[config.mk]
export PLATFORM = sky130hd
export DESIGN_NAME = task_dispatch_ctrl
export DESIGN_NICKNAME = d
export VERILOG_FILES = /design/src/rtl/tdc_pkg.sv /design/src/rtl/tdc_src_select.sv /design/src/rtl/tdc_pending_bank.sv /design/src/rtl/tdc_prio_pick.sv /design/src/rtl/task_dispatch_ctrl.sv
export SDC_FILE = /design/constraint.sdc
export NUM_CORES = 1
export LEC_CHECK = 0
export BUFFER_PORTS_ARGS = -buffer_cell sky130_fd_sc_hd__buf_2
export CAP_MARGIN = 20
export CORE_MARGIN = 8
export CORE_UTILIZATION = 63
export DETAILED_ROUTE_END_ITERATION = 8
export PLACE_DENSITY_LB_ADDON = 0.05
export SETUP_SLACK_MARGIN = 0.5
export SLEW_MARGIN = 20
export SYNTH_ARGS = -nofsm -noshare
export SYNTH_HDL_FRONTEND = slang
export SYNTH_SLANG_ARGS = --single-unit
[constraint.sdc]
create_clock -name clk -period 7.1 [get_ports clk]
set_clock_uncertainty 0.2 [all_clocks]
set_input_delay 2.13 -clock clk [delete_from_list [all_inputs] [get_ports clk]]
set_output_delay 2.13 -clock clk [all_outputs]
set_load 0.05 [all_outputs]
[src/rtl/tdc_pkg.sv]
package tdc_pkg;
  localparam int ADR_PEND   = 'h10;
  localparam int ADR_OVF    = 'h11;
  localparam int ADR_FORCE  = 'h12;
  localparam int ADR_CLR    = 'h13;
  localparam int ADR_OVFCLR = 'h14;
  localparam int ADR_ENA    = 'h15;
  localparam int ADR_RUN    = 'h16;
  localparam int ADR_SRC    = 'h17;
endpackage

[src/rtl/tdc_src_select.sv]
module tdc_src_select #(
  parameter int N = 8
) (
  input  logic [N-1:0] adc_evt,
  input  logic [N-2:0] pwm_evt,
  input  logic         timer_evt,
  input  logic [N-1:0] sel,
  output logic [N-1:0] evt
);
  for (genvar i = 0; i < N; i++) begin : g_src
    if (i < N - 1) begin : g_pwm
      assign evt[i] = sel[i] ? pwm_evt[i] : adc_evt[i];
    end else begin : g_tmr
      assign evt[i] = sel[i] ? timer_evt : adc_evt[i];
    end
  end
endmodule

[src/rtl/tdc_pending_bank.sv]
module tdc_pending_bank #(
  parameter int N = 8
) (
  input  logic         clk,
  input  logic         rst,
  input  logic [N-1:0] trig,
  input  logic [N-1:0] disp_clr,
  input  logic [N-1:0] sw_clr,
  input  logic [N-1:0] ovf_clr,
  output logic [N-1:0] pend_q,
  output logic [N-1:0] ovf_q
);
  always_ff @(posedge clk) begin
    if (rst) begin
      pend_q <= '0;
      ovf_q  <= '0;
    end else begin
      // a new trigger overrides any clear in the same cycle
      pend_q <= trig | (pend_q & ~sw_clr & ~disp_clr);
      ovf_q  <= (trig & pend_q) | (ovf_q & ~ovf_clr);
    end
  end

  AST_OVF_ON_REPEAT: assert property (@(posedge clk) disable iff (rst)
    (|(trig & pend_q)) |=> ((ovf_q & $past(trig & pend_q)) == $past(trig & pend_q)));
  AST_TRIG_SETS_PEND: assert property (@(posedge clk) disable iff (rst)
    (|trig) |=> ((pend_q & $past(trig)) == $past(trig)));
endmodule

[src/rtl/tdc_prio_pick.sv]
module tdc_prio_pick #(
  parameter int N = 8,
  localparam int IW = $clog2(N)
) (
  input  logic [N-1:0]  req,
  output logic [N-1:0]  grant,
  output logic [IW-1:0] idx,
  output logic          any
);
  always_comb begin
    grant = '0;
    idx   = '0;
    for (int i = N - 1; i >= 0; i--) begin
      if (req[i]) begin
        grant = '0;
        grant[i] = 1'b1;
        idx = IW'(i);
      end
    end
    any = |req;
  end

  always_comb begin
    if (any) begin
      AST_PICK_LOWEST: assert (((grant - 1'b1) & req) == '0 && (grant & req) == grant);
    end
  end
endmodule

[src/rtl/task_dispatch_ctrl.sv]
module task_dispatch_ctrl #(
  parameter int NUM_TASKS = 8,
  parameter int VEC_W     = 16,
  parameter int ADDR_W    = 5,
  parameter int DATA_W    = 16,
  localparam int IW       = $clog2(NUM_TASKS)
) (
  input  logic                 clk,
  input  logic                 rst,
  input  logic [NUM_TASKS-1:0] adc_evt,
  input  logic [NUM_TASKS-2:0] pwm_evt,
  input  logic                 timer0_evt,
  input  logic [NUM_TASKS-1:0] cpu_ack_trig,
  input  logic                 reg_we,
  input  logic [ADDR_W-1:0]    reg_addr,
  input  logic [DATA_W-1:0]    reg_wdata,
  output logic [DATA_W-1:0]    reg_rdata,
  input  logic                 end_strobe,
  output logic                 start_strobe,
  output logic [VEC_W-1:0]     start_addr,
  output logic [IW-1:0]        start_task,
  output logic [NUM_TASKS-1:0] cpl_irq
);
  import tdc_pkg::*;
  localparam int N = NUM_TASKS;

  logic [N-1:0]     en_q, src_q, run_q;
  logic [N-1:0]     pend_q, ovf_q, evt, trig;
  logic [N-1:0]     force_set, sw_clr, ovf_clr, disp_clr;
  logic [N-1:0]     grant;
  logic [IW-1:0]    pick_idx;
  logic             pick_any, dispatch;
  logic [VEC_W-1:0] vec_q [N];

  function automatic logic hit(input int a);
    return reg_we && (reg_addr == ADDR_W'(a));
  endfunction

  assign force_set = hit(ADR_FORCE)  ? reg_wdata[N-1:0] : '0;
  assign sw_clr    = hit(ADR_CLR)    ? reg_wdata[N-1:0] : '0;
  assign ovf_clr   = hit(ADR_OVFCLR) ? reg_wdata[N-1:0] : '0;

  tdc_src_select #(.N(N)) src_i (
    .adc_evt(adc_evt), .pwm_evt(pwm_evt), .timer_evt(timer0_evt),
    .sel(src_q), .evt(evt)
  );

  assign trig = evt | force_set | cpu_ack_trig;

  tdc_pending_bank #(.N(N)) pend_i (
    .clk(clk), .rst(rst), .trig(trig), .disp_clr(disp_clr),
    .sw_clr(sw_clr), .ovf_clr(ovf_clr), .pend_q(pend_q), .ovf_q(ovf_q)
  );

  tdc_prio_pick #(.N(N)) pick_i (
    .req(pend_q & en_q), .grant(grant), .idx(pick_idx), .any(pick_any)
  );

  assign dispatch = pick_any && (run_q == '0);
  assign disp_clr = dispatch ? grant : '0;

  // vector file: plain write port, no reset, so it can map to RAM
  always_ff @(posedge clk) begin
    if (reg_we && (reg_addr < ADDR_W'(N))) begin
      vec_q[reg_addr[IW-1:0]] <= reg_wdata[VEC_W-1:0];
    end
  end

  always_ff @(posedge clk) begin
    if (rst) begin
      en_q  <= '0;
      src_q <= '0;
    end else begin
      if (hit(ADR_ENA)) en_q  <= reg_wdata[N-1:0];
      if (hit(ADR_SRC)) src_q <= reg_wdata[N-1:0];
    end
  end

  always_ff @(posedge clk) begin
    if (rst) begin
      run_q        <= '0;
      start_strobe <= 1'b0;
      start_addr   <= '0;
      start_task   <= '0;
      cpl_irq      <= '0;
    end else begin
      start_strobe <= 1'b0;
      cpl_irq      <= '0;
      if (end_strobe && (run_q != '0)) begin
        cpl_irq <= run_q;
        run_q   <= '0;
      end else if (dispatch) begin
        run_q        <= grant;
        start_strobe <= 1'b1;
        start_addr   <= vec_q[pick_idx];
        start_task   <= pick_idx;
      end
    end
  end

  always_ff @(posedge clk) begin
    if (rst) begin
      reg_rdata <= '0;
    end else if (reg_addr < ADDR_W'(N)) begin
      reg_rdata <= DATA_W'(vec_q[reg_addr[IW-1:0]]);
    end else begin
      case (int'(reg_addr))
        ADR_PEND: reg_rdata <= DATA_W'(pend_q);
        ADR_OVF:  reg_rdata <= DATA_W'(ovf_q);
        ADR_ENA:  reg_rdata <= DATA_W'(en_q);
        ADR_RUN:  reg_rdata <= DATA_W'(run_q);
        ADR_SRC:  reg_rdata <= DATA_W'(src_q);
        default:  reg_rdata <= '0;
      endcase
    end
  end

  AST_SINGLE_RUN: assert property (@(posedge clk) disable iff (rst)
    $onehot0(run_q));
  AST_START_FROM_IDLE: assert property (@(posedge clk) disable iff (rst)
    start_strobe |-> ($past(run_q) == '0 && $onehot(run_q)));
  AST_RUN_HOLDS: assert property (@(posedge clk) disable iff (rst)
    (run_q != '0 && !end_strobe) |=> (run_q == $past(run_q) && !start_strobe));
  AST_CPL_PULSE: assert property (@(posedge clk) disable iff (rst)
    (cpl_irq != '0) |-> ($onehot(cpl_irq) && run_q == '0 && cpl_irq == $past(run_q)));
endmodule

==> results.sh, run 1 <==
export IMPL_diodes=0
export IMPL_io_buffers=92
export IMPL_drv_slew=0
export IMPL_hold_violations=0
export IMPL_ys_types=57
export IMPL_min_period_over_period=0.588
export IMPL_grt_pass1_vias=6831
export IMPL_hold_path_cell_count=2
export IMPL_fin_nets=836
export IMPL_status="complete, no violations"
export IMPL_grt_usage=0.264
export IMPL_dieArea_um2=18900
export IMPL_nFillCells=977
export IMPL_path_cells="buf_2 -> buf_4 -> nand2b_1 -> nor2_1 -> a211oi_1 -> a2bb2oi_1 -> nor2_1"
export IMPL_cp_buffers_inverters=2
export IMPL_r2r_start="run_q[3]$_SDFFE_PP0N_"
export IMPL_fp_dieW_um=138
export IMPL_vias=6719
export IMPL_cts_tree="built"
export IMPL_slew_headroom=0.248
export IMPL_crit_slowest_cell="nor2_1"
export IMPL_cp_required_ns=7.33
export IMPL_post_cts_repair_setup_buffers=0
export IMPL_drt_pass1_iter_count=6
export IMPL_syn_area_per_cell_um2=13.5
export IMPL_path_clk_slew_ns=0.06
export IMPL_ant_nets=0
export IMPL_hp_start="start_task[0]$_SDFFE_PP0P_"
export IMPL_internal_power_mw=2.07
export IMPL_synth_cells=692
export IMPL_cp_top_family="buffers and inverters"
export IMPL_rsz0062_at_grt="false"
export IMPL_start_util=0.644
export IMPL_worstHoldEndpoint="start_task[0]$_SDFFE_PP0P_"
export IMPL_numClockSinks=212
export IMPL_wire_per_inst_um=25.5
export IMPL_start_kind="primary input"
export IMPL_end_kind="flop"
export IMPL_yosysSeqAreaShare=0.593
export IMPL_routed_wirelength_um=25100
export IMPL_core_um2=14500
export IMPL_critical_path_class="primary input to flop"
export IMPL_areaGrowthSynthToFinish_pct=14.7
export IMPL_synth_edf_count=128
export IMPL_setup_tns_ns=0
export IMPL_yosys_area_top_type="edfxtp_1"
export IMPL_async_reset_ff_frac=0
export IMPL_synthFlopType="edfxtp_1"
export IMPL_final_common_cell="edfxtp_1"
export IMPL_synth_top_area_share=0.412
export IMPL_arrival_ns=4.40
export IMPL_hold_ws_ns=0.259
export IMPL_clk_latency_ns=0.50
export IMPL_max_clock_freq_mhz=240
export IMPL_cpMostUsedCell="nor2_1"
export IMPL_clockPowerShare=0.431
export IMPL_regToRegSetupSlack_ns=4.08
export IMPL_drv_cap=0
export IMPL_path_depth=7
export IMPL_p_seq_frac=0.507
export IMPL_switching_share=0.218
export IMPL_cts_root_buf="clkbuf_16"
export IMPL_setup_viol=0
export IMPL_clk_path_buf_depth=3
export IMPL_r2r_end="start_addr[4]$_SDFFE_PP0P_"
export IMPL_ir_worst_vdd_mv=0.254
export IMPL_grt_overflow=0
export IMPL_drive_above_1_share=0.274
export IMPL_h_tree_depth=1
export IMPL_vias_per_cell=6.81
export IMPL_max_stage_delay_ns=0.64
export IMPL_syn_num_nets=741
export IMPL_worst_slew_pin_slew_ns=1.13
export IMPL_drt_iter0_drc=887
export IMPL_grt_pass1_wl_um=37800
export IMPL_power_leakage_nw=3.89
export IMPL_cts_hold_buf=0
export IMPL_worstPathMaxFanout=28
export IMPL_synth_warnings=0
export IMPL_hold_path_class="flop to flop"
export IMPL_final_cell_mix="128 x edfxtp_1, 92 x buf_2, 84 x dfxtp_1"
export IMPL_ioPinCount=93
export IMPL_power_mw=2.64
export IMPL_cts_buffers=22
export IMPL_syn_area_um2=9320
export IMPL_grt_antenna_before_repair=0
export IMPL_synthTopCellsByArea="edfxtp_1 41%, dfxtp_1 18%, mux4_2 7.7%"
export IMPL_reg2reg_depth=5
export IMPL_place_congestion=0.893
export IMPL_dp_hpwl_um=16600
export IMPL_powerDensity_nw_per_um2=247
export IMPL_grt_max_degree=44
export IMPL_ctsResizeCount=0
export IMPL_period_needed_ns=4.17
export IMPL_route_detailed_drc=0
export IMPL_synth_seq_cells=212
export IMPL_std_cell_rows=44
export IMPL_die_y_um=138
export IMPL_combinationalPowerShare=0.062
export IMPL_switchingPower_uw=576
==> flip-flops by register name, summed over array words and instances, names as in the netlist <==
| register | cells |
|---|---|
| cpl_irq | 8 |
| pend_i.ovf_q | 8 |
| run_q | 8 |
| start_task | 3 |
| src_q | 8 |
| start_addr | 16 |
| en_q | 8 |
| vec_q | 128 |
| start_strobe | 1 |
| reg_rdata | 16 |
| pend_i.pend_q | 8 |
==> cells by family (layout without fill, tap and decap cells) <==
family | Yosys count | count (layout) | share of synthesized area
AOI/OAI and AO/OA | 146 | 146 | 0.122
muxes | 109 | 109 | 0.173
DFF | 212 | 212 | 0.593
and+or+nand+nor | 179 | 179 | 0.0893
buffers and inverters | 46 | 156 | 0.0231
==> metrics by stage <==
step	area [um^2]	utilization	worst slack, ns	instances
floorplan	9320	-	2.21	692
global placement	9950	0.687	2.41	947
detailed placement	9960	0.688	2.40	947
CTS	10700	0.738	2.89	986
global route	10700	0.738	2.64	986
finish	10700	0.738	2.93	986
==> power by group through the flow <==
stage | combinational, mW | sequential [mW] | clock (mW)
after floorplan | 0.0873 | 1.38 | 0
after global placement | 0.157 | 1.37 | 0
after detailed placement | 0.161 | 1.37 | 0
after CTS | 0.162 | 1.34 | 1.15
after global routing | 0.174 | 1.34 | 1.20
final | 0.163 | 1.34 | 1.14
==> worst register-to-register path: cells and delay by family (launching register included) <==
family | cells | cell delay [ns]
flops | 1 | 0.37
simple gates | 5 | 2.37
==> routing by layer <==
layer | part of all wire | vias to the layer above | track usage
li1 | - | 2926 | -
met1 | 0.38 | 3298 | 0.342
met2 | 0.48 | 422 | 0.423
met3 | 0.10 | 73 | 0.0562
met4 | 0.033 | 0 | 0.115
met5 | 0 | - | 0
==> synthesized netlist by cell type, drive strengths merged (5+ instances only) <==
library cell and count:
a211o 10, a211oi 14, a21oi 19, a221o 5, a222oi 8, a22oi 36
a2bb2oi 8, a31oi 21, and2 10, and3 9, buf 19, clkbuf 16
dfxtp 84, edfxtp 128, inv 11, mux2 42, mux2i 31, mux4 36
nand2 59, nand3 17, nor2 60, nor3 7, o21ai 6, o2bb2ai 5
==> worst max path at each step <==
stage,from,endpoint,slack (ns)
finish,reg_addr[1],pend_i.ovf_q[5]$_SDFF_PP0_,2.93
global route,reg_addr[1],pend_i.ovf_q[5]$_SDFF_PP0_,2.64
CTS,reg_addr[2],pend_i.ovf_q[6]$_SDFF_PP0_,2.89
detailed placement,reg_addr[2],pend_i.ovf_q[6]$_SDFF_PP0_,2.40
global placement,reg_addr[2],reg_rdata[1]$_SDFF_PP0_,2.41
floorplan,reg_addr[2],vec_q[4][0]$_DFFE_PP_,2.21
==> layout make-up <==
type	instances	area (um^2)	share of cell area
Sequential cell	212	5530	0.517
Multi-Input combinational cell	434	3600	0.337
Clock buffer	29	652	0.0610
Timing Repair Buffer	106	566	0.0529
Tap cell	184	230	0.0215
Clock inverter	10	73.8	0.00691
Inverter	11	41.3	0.00386
(Power assumes the default switching activity.)
==> run 2, diff against run 1 <==
--- a/config.mk
+++ b/config.mk
@@ -5,10 +5,11 @@
 export SDC_FILE = /design/constraint.sdc
 export NUM_CORES = 1
 export LEC_CHECK = 0
+export ABC_AREA = 1
 export BUFFER_PORTS_ARGS = -buffer_cell sky130_fd_sc_hd__buf_2
 export CAP_MARGIN = 20
 export CORE_MARGIN = 8
-export CORE_UTILIZATION = 63
+export CORE_UTILIZATION = 53
 export DETAILED_ROUTE_END_ITERATION = 8
 export PLACE_DENSITY_LB_ADDON = 0.05
 export SETUP_SLACK_MARGIN = 0.5
==> constraint.sdc (replaced) <==
create_clock -name clk -period 3.53 [get_ports clk]
set_clock_uncertainty 0.2 [all_clocks]
set_input_delay 1.059 -clock clk [delete_from_list [all_inputs] [get_ports clk]]
set_output_delay 1.059 -clock clk [all_outputs]
set_load 0.05 [all_outputs]
==> results.sh, run 2 <==
export IMPL_io_buffers=92
export IMPL_dp_slack_ns=0.350
export IMPL_internal_power_mw=4.17
export IMPL_grt_pass1_wl_um=43600
export IMPL_worst_slew_pin_slew_ns=0.793
export IMPL_cts_hold_buf=0
export IMPL_dieArea_um2=22500
export IMPL_yosysSeqAreaShare=0.579
export IMPL_ioPinCount=93
export IMPL_dpl_cell_area_um2=10400
export IMPL_syn_num_nets=1114
export IMPL_async_reset_ff_frac=0
export IMPL_drt_iter0_drc=955
export IMPL_wire_per_inst_um=20.0
export IMPL_grt_usage=0.251
export IMPL_postLayoutCellArea_um2=11100
export IMPL_hp_start="start_task[2]$_SDFFE_PP0P_"
export IMPL_slew_headroom=0.472
export IMPL_status="complete, no violations"
export IMPL_cts_root_buf="clkbuf_16"
export IMPL_ir_worst_vdd_mv=0.420
export IMPL_grt_max_degree=66
export IMPL_numClockSinks=212
export IMPL_arrival_ns=2.97
export IMPL_synthTopCellsByArea="edfxtp_1 40%, dfxtp_1 18%, nand3_1 9.4%"
export IMPL_switchingPower_mw=1.26
export IMPL_cts_buffers=23
export IMPL_drive_above_1_share=0.161
export IMPL_fp_dieW_um=150
export IMPL_yosys_area_top_type="edfxtp_1"
export IMPL_hold_violations=0
export IMPL_largest_reg_flops=128
export IMPL_layout_setup_ws_ns=0.787
export IMPL_clk_path_buf_depth=3
export IMPL_route_detailed_drc=0
export IMPL_place_congestion=0.929
export IMPL_final_util=0.625
export IMPL_powerDensity_nw_per_um2=487
export IMPL_rsz0062_at_grt="false"
export IMPL_drt_pass1_iter_count=5
export IMPL_synth_top_area_share=0.403
export IMPL_synth_warnings=0
export IMPL_synthFlopType="edfxtp_1"
export IMPL_final_cell_mix="209 x nand2_1, 180 x nand3_1, 137 x inv_1"
export IMPL_vias=8178
export IMPL_routed_wirelength_um=28400
export IMPL_synth_cells=1065
export IMPL_std_cell_rows=49
export IMPL_ys_types=35
export IMPL_cts_tree="built"
export IMPL_min_period_over_period=0.777
export IMPL_max_clock_freq_mhz=365
export IMPL_worstPathMaxFanout=16
export IMPL_switching_share=0.232
export IMPL_areaGrowthSynthToFinish_pct=16.9
export IMPL_grt_overflow=0
export IMPL_critical_path_class="primary input to flop"
export IMPL_synth_seq_cells=212
export IMPL_cp_required_ns=3.76
export IMPL_path_clk_slew_ns=0.06
export IMPL_syn_area_um2=9540
export IMPL_diodes=0
export IMPL_p_seq_frac=0.496
export IMPL_drv_slew=0
export IMPL_synth_edf_count=128
export IMPL_final_cells=1416
export IMPL_r2r_start="en_q[7]$_SDFFE_PP0P_"
export IMPL_yosys_top_cells_count="211 x nand2_1, 180 x nand3_1, 138 x inv_1"
export IMPL_period_needed_ns=2.74
export IMPL_core_um2=17800
export IMPL_combinationalPowerShare=0.076
export IMPL_power_mw=5.43
export IMPL_die_y_um=150
export IMPL_ant_nets=0
export IMPL_hold_ws_ns=0.264
export IMPL_setup_tns_ns=0
export IMPL_post_cts_repair_setup_buffers=0
export IMPL_crit_start="reg_addr[0]"
export IMPL_start_util=0.535
export IMPL_vias_per_cell=5.78
export IMPL_fin_nets=1219
export IMPL_start_kind="primary input"
export IMPL_clockPowerShare=0.428
export IMPL_end_kind="flop"
export IMPL_clk_latency_ns=0.51
export IMPL_power_leakage_nw=4.76
export IMPL_ctsResizeCount=0
export IMPL_grt_pass1_vias=7822
export IMPL_dp_hpwl_um=18500
export IMPL_hold_path_class="flop to flop"
export IMPL_drv_cap=0
export IMPL_h_tree_depth=1
export IMPL_setup_viol=0
export IMPL_final_common_cell="nand2_1"
export IMPL_placed_cells=1374
export IMPL_syn_area_per_cell_um2=8.96
export IMPL_yosysMostFrequentCell="nand2_1"
export IMPL_grt_antenna_before_repair=0
run 2: cell types whose count changed in the layout (fill, tap and decap cells not counted), sizes merged, moves of 36 or more:
cell,change
a21oi,+37
inv,+132
mux2,-37
mux4,-36
nand2,+154
nand3,+163
o21ai,+41
run 2: worst paths after layout:
check	endpoint	cells past startpoint	slack [ns]
setup / recovery	pend_i.ovf_q[2]$_SDFF_PP0_	9	0.79
hold / removal	start_task[2]$_SDFFE_PP0P_	2	0.26
setup reg to reg	start_addr[7]$_SDFFE_PP0P_	14	1.05
hold reg to reg	start_task[2]$_SDFFE_PP0P_	2	0.26
run 2: power groups by stage:
stage | combinational (mW) | sequential [mW] | clock, mW
global placement | 0.405 | 2.74 | 0
floorplan | 0.200 | 2.79 | 0
finish | 0.412 | 2.69 | 2.32
detailed placement | 0.407 | 2.75 | 0
global route | 0.448 | 2.70 | 2.46
CTS | 0.409 | 2.69 | 2.34
run 2: final cells by class:
class                      instances  area [um^2]
multi-input combinational        656         3280
inverter                         144          541
clock buffer                      36          674
tap                              229          287
clock inverter                     6         55.1
timing repair buffer             133          781
fill                            1538         6690
sequential                       212         5530
run 2: logic make-up (layout without fill, tap and decap cells):
logic type	after synthesis	count (layout)	synth area share
AOI/OAI and AO/OA	186	186	0.118
buffers and inverters	197	319	0.0820
DFF	212	212	0.579
muxes	5	5	0.00590
and+or+nand+nor	465	465	0.215
run 2: worst max-delay path, cell delays in order:
cell and delay, ns:
buf_2 0.14, inv_1 0.14, nand2_1 0.11, inv_2 0.32, nand4_1 0.52, o21ai_0 0.35
a21oi_1 0.09, o21a_1 0.17, nor2_1 0.08
run 2: layer usage:
| metal | track usage | wire (um) |
|---|---|---|
| met2 | 0.378 | 12700 |
| met1 | 0.356 | 12300 |
| met4 | 0.0920 | 618 |
| met5 | 0 | 0 |
| met3 | 0.0433 | 2710 |
